$ cat src/rtl/fcs_pkg.sv
package fcs_pkg;

  localparam logic [7:0] PAUSE_CODE  = 8'h13;
  localparam logic [7:0] RESUME_CODE = 8'h11;

  typedef enum logic [2:0] {
    ST_IDLE,
    ST_BRK_START,
    ST_BRK_WAIT,
    ST_BRK_RELEASE,
    ST_CODE_SEND,
    ST_CODE_WAIT
  } fcsState_t;

  typedef struct packed {
    logic loadPayload;
    logic loadNull;
    logic loadCode;
    logic gapStart;
    logic latchCmd;
    logic clearBusy;
  } fcsStrobe_t;

endpackage

$ cat src/rtl/fcs_datapath.sv
module fcs_datapath
  import fcs_pkg::*;
#(
  parameter int DATA_W     = 8,
  parameter int BIT_CYCLES = 16
) (
  input  logic              clk,
  input  logic              rstN,
  input  fcsStrobe_t        strobe,
  input  logic [DATA_W-1:0] plData,
  input  logic              cmdPause,
  output logic [DATA_W-1:0] serData,
  output logic              serLoad,
  output logic              cmdBusy,
  output logic              gapDone
);

  localparam int GAP_W = (BIT_CYCLES > 1) ? $clog2(BIT_CYCLES) : 1;
  localparam logic [GAP_W-1:0] GAP_INIT = GAP_W'(BIT_CYCLES - 1);

  logic [DATA_W-1:0] codeReg;
  logic              busyReg;
  logic [GAP_W-1:0]  gapCnt;

  // Command code captured at acceptance so later cmdPause changes cannot alter it
  always_ff @(posedge clk) begin
    if (!rstN) begin
      codeReg <= '0;
      busyReg <= 1'b0;
    end else begin
      if (strobe.latchCmd) begin
        codeReg <= cmdPause ? DATA_W'(PAUSE_CODE) : DATA_W'(RESUME_CODE);
        busyReg <= 1'b1;
      end else if (strobe.clearBusy) begin
        busyReg <= 1'b0;
      end
    end
  end

  // Idle-gap timer: loaded on release entry, counts down to zero
  always_ff @(posedge clk) begin
    if (!rstN) begin
      gapCnt <= '0;
    end else if (strobe.gapStart) begin
      gapCnt <= GAP_INIT;
    end else if (gapCnt != '0) begin
      gapCnt <= gapCnt - 1'b1;
    end
  end

  assign gapDone = (gapCnt == '0);
  assign cmdBusy = busyReg;
  assign serLoad = strobe.loadPayload | strobe.loadNull | strobe.loadCode;

  always_comb begin
    serData = '0;
    if (strobe.loadCode)         serData = codeReg;
    else if (strobe.loadPayload) serData = plData;
  end

endmodule

$ cat src/rtl/fcs_control.sv
module fcs_control
  import fcs_pkg::*;
(
  input  logic       clk,
  input  logic       rstN,
  input  logic       cmdReq,
  input  logic       cmdBusy,
  input  logic       localPause,
  input  logic       plValid,
  input  logic       serEmpty,
  input  logic       gapDone,
  output fcsStrobe_t strobe,
  output logic       plReady,
  output logic       serForceLow
);

  fcsState_t state, stateNext;

  always_ff @(posedge clk) begin
    if (!rstN) state <= ST_IDLE;
    else       state <= stateNext;
  end

  always_comb begin
    stateNext = state;
    strobe    = '0;
    plReady   = 1'b0;

    strobe.latchCmd = cmdReq && !cmdBusy;

    case (state)
      ST_IDLE: begin
        if (cmdBusy) begin
          if (serEmpty) stateNext = ST_BRK_START;
        end else begin
          plReady = serEmpty && !localPause && !cmdReq;
          strobe.loadPayload = plValid && plReady;
        end
      end
      ST_BRK_START: begin
        strobe.loadNull = 1'b1;
        stateNext       = ST_BRK_WAIT;
      end
      ST_BRK_WAIT: begin
        if (serEmpty) begin
          strobe.gapStart = 1'b1;
          stateNext       = ST_BRK_RELEASE;
        end
      end
      ST_BRK_RELEASE: begin
        if (gapDone) stateNext = ST_CODE_SEND;
      end
      ST_CODE_SEND: begin
        strobe.loadCode = 1'b1;
        stateNext       = ST_CODE_WAIT;
      end
      ST_CODE_WAIT: begin
        if (serEmpty) begin
          strobe.clearBusy = 1'b1;
          stateNext        = ST_IDLE;
        end
      end
      default: stateNext = ST_IDLE;
    endcase
  end

  assign serForceLow = (state == ST_BRK_START) || (state == ST_BRK_WAIT);

endmodule

$ cat src/rtl/flow_cmd_sender.sv
module flow_cmd_sender #(
  parameter int DATA_W     = 8,
  parameter int BIT_CYCLES = 16
) (
  input  logic              clk,
  input  logic              rstN,
  input  logic              plValid,
  input  logic [DATA_W-1:0] plData,
  output logic              plReady,
  input  logic              cmdReq,
  input  logic              cmdPause,
  output logic              cmdBusy,
  input  logic              localPause,
  output logic [DATA_W-1:0] serData,
  output logic              serLoad,
  output logic              serForceLow,
  input  logic              serEmpty
);

  fcs_pkg::fcsStrobe_t strobe;
  logic gapDone;

  fcs_control u_control (
    .clk        (clk),
    .rstN       (rstN),
    .cmdReq     (cmdReq),
    .cmdBusy    (cmdBusy),
    .localPause (localPause),
    .plValid    (plValid),
    .serEmpty   (serEmpty),
    .gapDone    (gapDone),
    .strobe     (strobe),
    .plReady    (plReady),
    .serForceLow(serForceLow)
  );

  fcs_datapath #(
    .DATA_W    (DATA_W),
    .BIT_CYCLES(BIT_CYCLES)
  ) u_datapath (
    .clk     (clk),
    .rstN    (rstN),
    .strobe  (strobe),
    .plData  (plData),
    .cmdPause(cmdPause),
    .serData (serData),
    .serLoad (serLoad),
    .cmdBusy (cmdBusy),
    .gapDone (gapDone)
  );

endmodule

$ cat config.mk
export PLATFORM = sky130hd
export DESIGN_NAME = flow_cmd_sender
export DESIGN_NICKNAME = d
export VERILOG_FILES = /design/src/rtl/fcs_pkg.sv /design/src/rtl/fcs_datapath.sv /design/src/rtl/fcs_control.sv /design/src/rtl/flow_cmd_sender.sv
export SDC_FILE = /design/constraint.sdc
export NUM_CORES = 1
export LEC_CHECK = 0
export CELL_PAD_IN_SITES_DETAIL_PLACEMENT = 1
export CELL_PAD_IN_SITES_GLOBAL_PLACEMENT = 1
export CORE_MARGIN = 2
export CORE_UTILIZATION = 45
export CTS_BUF_LIST = sky130_fd_sc_hd__clkbuf_2
export DETAILED_ROUTE_END_ITERATION = 12
export DONT_BUFFER_PORTS = 1
export PLACE_DENSITY = 0.87
export SLEW_MARGIN = 30
export SYNTH_ARGS = -nofsm -noshare
export SYNTH_HDL_FRONTEND = slang
export SYNTH_SLANG_ARGS = --single-unit
$ cat constraint.sdc
create_clock -name clk -period 5.2 [get_ports clk]
set_input_delay 0.78 -clock clk [delete_from_list [all_inputs] [get_ports clk]]
set_output_delay 0.78 -clock clk [all_outputs]
set_load 0.05 [all_outputs]
==> results of run 1 <==
## power by group through the flow
stage | Combinational, mW | Clock [mW] | Sequential (mW)
floorplan | 0.103 | 0 | 0.103
global route | 0.125 | 0.0451 | 0.111
global placement | 0.106 | 0 | 0.110
CTS | 0.113 | 0.0403 | 0.109
finish | 0.111 | 0.0378 | 0.109
detailed placement | 0.112 | 0 | 0.110
## tightest hold or removal path, stage by stage, from the launching register on
cell and delay (ns):
dfxtp_1 0.34, mux2i_1 0.07, nor2_1 0.08
## how the worst min path moves through the flow
stage | slack [ns] | to | depth (start not counted)
6_report | 0.52 | u_datapath.codeReg[1] | 2
3_5_place_dp | 0.51 | u_datapath.codeReg[1] | 2
4_1_cts | 0.53 | u_datapath.codeReg[1] | 2
2_1_floorplan | 0.46 | u_datapath.codeReg[1] | 2
3_3_place_gp | 0.50 | u_datapath.codeReg[1] | 2
5_1_grt | 0.55 | u_datapath.codeReg[1] | 2
## kinds of logic after synthesis
family          count (synthesis)  synth area share (%)
simple gates                   31                  32.1
mux                             2                  3.37
xor+xnor                        3                  4.16
fa+ha+maj                       1                  1.98
compound gates                 21                  20.2
flops                          10                  31.7
buf+inv                         6                  6.53
## cell usage after synthesis (2+ instances only)
master    count  share of area [%]
a22o_1        2                2.8
inv_1         2                1.2
nand2b_1      2                2.0
nand2_1       2                1.2
nand3_1       3                2.4
o21ai_0       5                4.0
nor2_1        7                4.2
xnor2_1       3                4.2
dfxtp_1      10                 32
buf_6         2                3.6
nand3b_1      3                3.6
a21oi_1       9                7.1
and2_1        5                5.0
## state kept, by name, summed over array words and instances, names as in the netlist
| signal | flops |
|---|---|
| u_control.state | 3 |
| u_datapath.cmdBusy | 1 |
| u_datapath.codeReg | 2 |
| u_datapath.gapCnt | 4 |
## per-stage QoR
step                      setup slack [ns]  total power, mW
after floorplan                       1.84            0.206
after global placement                1.76            0.216
after detailed placement              1.69            0.222
after global routing                  1.31            0.281
final                                 1.45            0.258
after CTS                             1.42            0.262
## routing by layer
layer	vias to the layer above	wire length, µm	global-route usage (%)
li1	266	-	-
met4	0	56	12.9
met5	-	0	0
met1	254	567	19.0
met3	6	59	2.61
met2	19	733	31.6
## final cells by class
cell class                      count  area, µm²  area share, %
Multi-Input combinational cell     58        390           61.4
Sequential cell                    10        200           31.5
Tap cell                           15       18.8           2.95
Clock buffer                        3       15.0           2.36
Inverter                            3       11.3           1.77
==> metrics, run 1 <==
status finished clean; nets 92; post_cts resized 0; switch share between 30% and 40%; share of the yosys chip area belonging to registers 31.7%; CP Cell Sequence or4_4, nor4b_4, and3b_4, a22o_1; Tightest Hold Check Type reg -> reg; drt first pass iters 4; Post-synth EDFFs 0; syn avg cell area 8.54 µm²; Reg2Reg Depth 4; fin crit period approximately 3.7 ns; crit path kind reg -> out; design area between 600 and 700 µm²; largest net degree at the start of global routing 12; Clock Path Buffers 2; # clock sinks 10; Flop pwr share a little over two fifths; CTS Buf Count 3; fraction of layout cells with a size suffix above 1 13.5%; Util after Layout 48.8%; pwr/cell area 405 nW/µm²; Slew Limit Fails 0; Max-Slew Margin vs Limit 36.8%; Worst Setup SP u_datapath.cmdBusy; clock latency on the worst-skew pair approximately 0.23 ns; RSZ-0062 raised after global routing no; CTS tree built; Mapped Cells 74; vias per std cell 6.12; worst-path fanout max 7; Syn Nets 90; FF-to-FF setup slack 3.39 ns; worst endpoint data arrival time 2.97 ns; FILL cells roughly 160; Initial Util approximately half; Logic pwr share a little over two fifths; Netlist cell types 32; Detailed Route WL 1.42 mm; post-DP HPWL roughly 1.1 mm; Worst-path clk slew 0.08 ns; Post-CTS Setup Inserts 0; CP peak stage delay 0.75 ns; # DRC 0; Clk pwr share 14.7%; Mapped Area between 600 and 700 µm²; grt ovf 0; WHS 0.519 ns; Top-Level Pins 27; gr usage total between 10% and 20%; IO buf count 0; Setup-failing EPs final 0; hold path start u_datapath.codeReg[1]; hold violation count in the final report 0; row cnt 13; first-pass GRT wire length 2.36 mm; placed cell areas 621 µm²; FF-to-FF Start u_control.state[0]; die area approximately 1700 µm²; Critical Path End Type output pin; startpoint type of the worst setup path flip-flop; critical path capture point serData[0]; die height 41.5 µm; dpl cells 86; Internal 156 µW; Critical Path RT 4.42 ns; Worst-Margin Slew 0.942 ns; worst clock skew 0.00350 ns; synthesized flop and latch total 10; CTS H-Tree Depth 1; # diodes 0; slowest CP cell nor4b_4; dominant synthesized flop cell dfxtp_1; post-route insts no fill 89; Top Family by Delay on Critical Path simple AND/OR/NAND/NOR gates; initial antenna violation count 0; Core ar. 1300 µm²; Die Width 41.5 µm; VDD IR max roughly 0.17 mV; post-route ant nets 0; most frequent cells in the layout dfxtp_1 (10), a21oi_1 (9), nor2_1 (7), and2_1 (5), o21ai_0 (4); Pleak 0.234 nW; number of max-cap violations 0; critical path depth 4; vias in the first global route 542; r2r endpoint u_control.state[1]; CTS root buffer clkbuf_2; area growth from synthesis to layout 0.594%; routed via count roughly 550; DRT iter0 DRCs 1; setup_tns 0 ns; commonest non-fill, non-tap cell in the layout dfxtp_1; GPL Wtd Cong 0.686; worst path bufs/invs 0; FMAX 0.267 GHz; CTS Hold Bufs 0; Post-synth ARST share 0%; Psw 102 µW; Final Cycle Share between 70 and 80%; synthesis warning total 0; WL per Instance 15.9 µm
(Power assumes the default switching activity.)
==> run 2: changes to the inputs <==
==> constraint.sdc (replaced) <==
create_clock -name clk -period 3.7 [get_ports clk]
set_input_delay 0.555 -clock clk [delete_from_list [all_inputs] [get_ports clk]]
set_output_delay 0.555 -clock clk [all_outputs]
set_load 0.05 [all_outputs]
==> run 2 against run 1 <==
Net effect: via count is 0.73% lower; sequential cell count did not move; routed wire length is 2.5% higher; critical path depth increased by 1; critical endpoint is now serData[4]; highest routed layer unchanged.
==> metrics, run 2 (synthesized netlist as in run 1, its figures left out) <==
first-pass GRT wire length 2.36 mm (unchanged); commonest non-fill, non-tap cell in the layout dfxtp_1; Worst-Margin Slew 0.939 ns (-0.00342 ns); Top Family by Delay on Critical Path simple AND/OR/NAND/NOR gates; register area 200 µm² (unchanged); Multi-input gate area 390 µm² (unchanged); vias per std cell 5.95 (-2.9%); Clock Path Buffers 2 (unchanged); Logic pwr share 43.6% (+0.6 points); CTS root buffer clkbuf_2; Worst Setup SP u_datapath.cmdBusy; # DRC 0 (unchanged); grt ovf 0 (unchanged); Psw 147 µW (+44%); largest reg by FF count u_datapath.gapCnt; DRT iter0 DRCs 2 (+1); FF-to-FF Start u_datapath.gapCnt[0]; FF-to-FF setup slack 1.88 ns (-1.51 ns); Worst-path clk slew 0.09 ns (about the same); max reg flops 4 (unchanged); # diodes 0 (unchanged); largest net degree at the start of global routing 12 (unchanged); die height 41.5 µm (unchanged); CTS H-Tree Depth 1 (unchanged); crit path kind reg -> out; Initial Util 48.6% (unchanged); worst endpoint data arrival time 2.58 ns (-0.39 ns); gr usage total 18.2% (+0.32 points); CTS Buf Count 3 (unchanged); number of max-cap violations 0 (unchanged); VDD IR max 0.277 mV (+61%); worst slack at placement 0.827 ns (-0.867 ns); status finished clean; setup_tns 0 ns (unchanged); fin crit period 3.13 ns; Setup-failing EPs final 0 (unchanged); post_cts resized 0 (unchanged); Final Total Pwr 370 µW (+44%); Top-Level Pins 27 (unchanged); WHS Path Cells 2 (unchanged); startpoint type of the worst setup path flip-flop; Pleak 0.245 nW (+4.5%); WL per Instance 15.9 µm (+0.29%); initial antenna violation count 0 (unchanged); CP peak stage delay 0.64 ns (-0.11 ns); CP Cell Sequence or4_4, nor4b_4, buf_4, and3b_4, a22o_1; vias in the first global route 563 (+3.9%); switch share 39.8% (+0.23 points); post-route ant nets 0 (unchanged); row cnt 13 (unchanged); Post-CTS Setup Inserts 0 (unchanged); # clock sinks 10 (unchanged); CTS tree built; Max-Slew Margin vs Limit 37.2% (+0.42 points); r2r endpoint u_control.state[0]; Flop pwr share 41.3% (-1.0 points); Critical Path End Type output pin; Critical Path RT 3.14 ns (-1.28 ns); RSZ-0062 raised after global routing no; pwr/cell area 569 nW/µm² (+40%); Final Cycle Share 84.7%; hold violation count in the final report 0 (unchanged); FMAX 0.319 GHz; drt first pass iters 2 (-2); Core ar. 1300 µm² (unchanged); FILL cells 159 (-1.2%); Internal 223 µW (+43%); placed cell areas 636 µm² (+2.4%); design area 651 µm² (+2.4%); clock latency on the worst-skew pair 0.24 ns (about the same); die area 1720 µm² (unchanged); Tightest Hold Check Type in -> reg; IO buf count 0 (unchanged); post-DP HPWL 1.18 mm (+3.1%); Detailed Route WL 1.45 mm (+2.5%); hold path start rstN; most frequent cells in the layout dfxtp_1 (10), a21oi_1 (9), nor2_1 (7), and2_1 (5), o21ai_0 (4); fraction of layout cells with a size suffix above 1 15.8% (+2.3 points); Die Width 41.5 µm (unchanged); WHS 0.449 ns (-0.0701 ns); slowest CP cell or4_4; setup ws final 0.567 ns (-0.887 ns); routed via count 541 (-0.73%); Slew Limit Fails 0 (unchanged); worst clock skew 0.00370 ns (+0.000198 ns); CTS Hold Bufs 0 (unchanged); area growth from synthesis to layout 2.97%; Endpoint, Worst Hold u_datapath.cmdBusy; worst-path fanout max 7 (unchanged); worst path bufs/invs 1 (+1); nets 94 (+2.2%); Clk pwr share 15.1% (+0.4 points); Largest regs u_datapath.gapCnt: 4 flops, u_control.state: 3 flops, u_datapath.codeReg: 2 flops; Reg2Reg Depth 6 (+2); GPL Wtd Cong 0.650 (-5.2%)
run 2: changes by cell type in the layout (fill, tap and decap cells not counted), sizes merged:
cell,before,now
buf,0,2
run 2: per-stage QoR:
step,instances,utilization [%]
3_3_place_gp,88,48.8
5_1_grt,91,50.0
4_1_cts,91,50.0
2_1_floorplan,74,-
3_5_place_dp,88,48.8
6_report,91,50.0
run 2: how the worst max path moves through the flow:
stage / endpoint / slack, ns / cells after the start
2_1_floorplan: serData[0] / 0.56 / 4
3_3_place_gp: serData[6] / 0.88 / 5
3_5_place_dp: serData[4] / 0.83 / 5
4_1_cts: serData[4] / 0.54 / 5
5_1_grt: serData[4] / 0.46 / 5
6_report: serData[4] / 0.57 / 5
run 2: worst reg2reg max path: cells and delay by family (launching register included):
kind | cells | cell delay (ns)
compound gates | 3 | 0.56
buf+inv | 1 | 0.08
flops | 1 | 0.32
fa+ha+maj | 1 | 0.21
simple gates | 1 | 0.54
run 2: layout make-up:
cell class | count | share of cell area [%]
inverter | 3 | 1.73
timing repair buffer | 2 | 2.31
sequential | 10 | 30.8
tap | 15 | 2.88
multi-input combinational | 58 | 60.0
clock buffer | 3 | 2.31
run 2: power by group through the flow:
stage	logic, mW	clock network, mW	registers, mW
4_1_cts	0.165	0.0572	0.153
6_report	0.161	0.0560	0.153
5_1_grt	0.181	0.0638	0.156
2_1_floorplan	0.145	0	0.145
3_5_place_dp	0.165	0	0.155
3_3_place_gp	0.153	0	0.154
run 2: metal layers:
layer / GRT usage [%] / part of all wire, % / vias up
met3: 2.61 / 3.9 / 4
met4: 11.6 / 2.3 / 0
met2: 34.4 / 54 / 19
met1: 18.1 / 39 / 251
li1: - / - / 267
met5: 0 / 0 / -
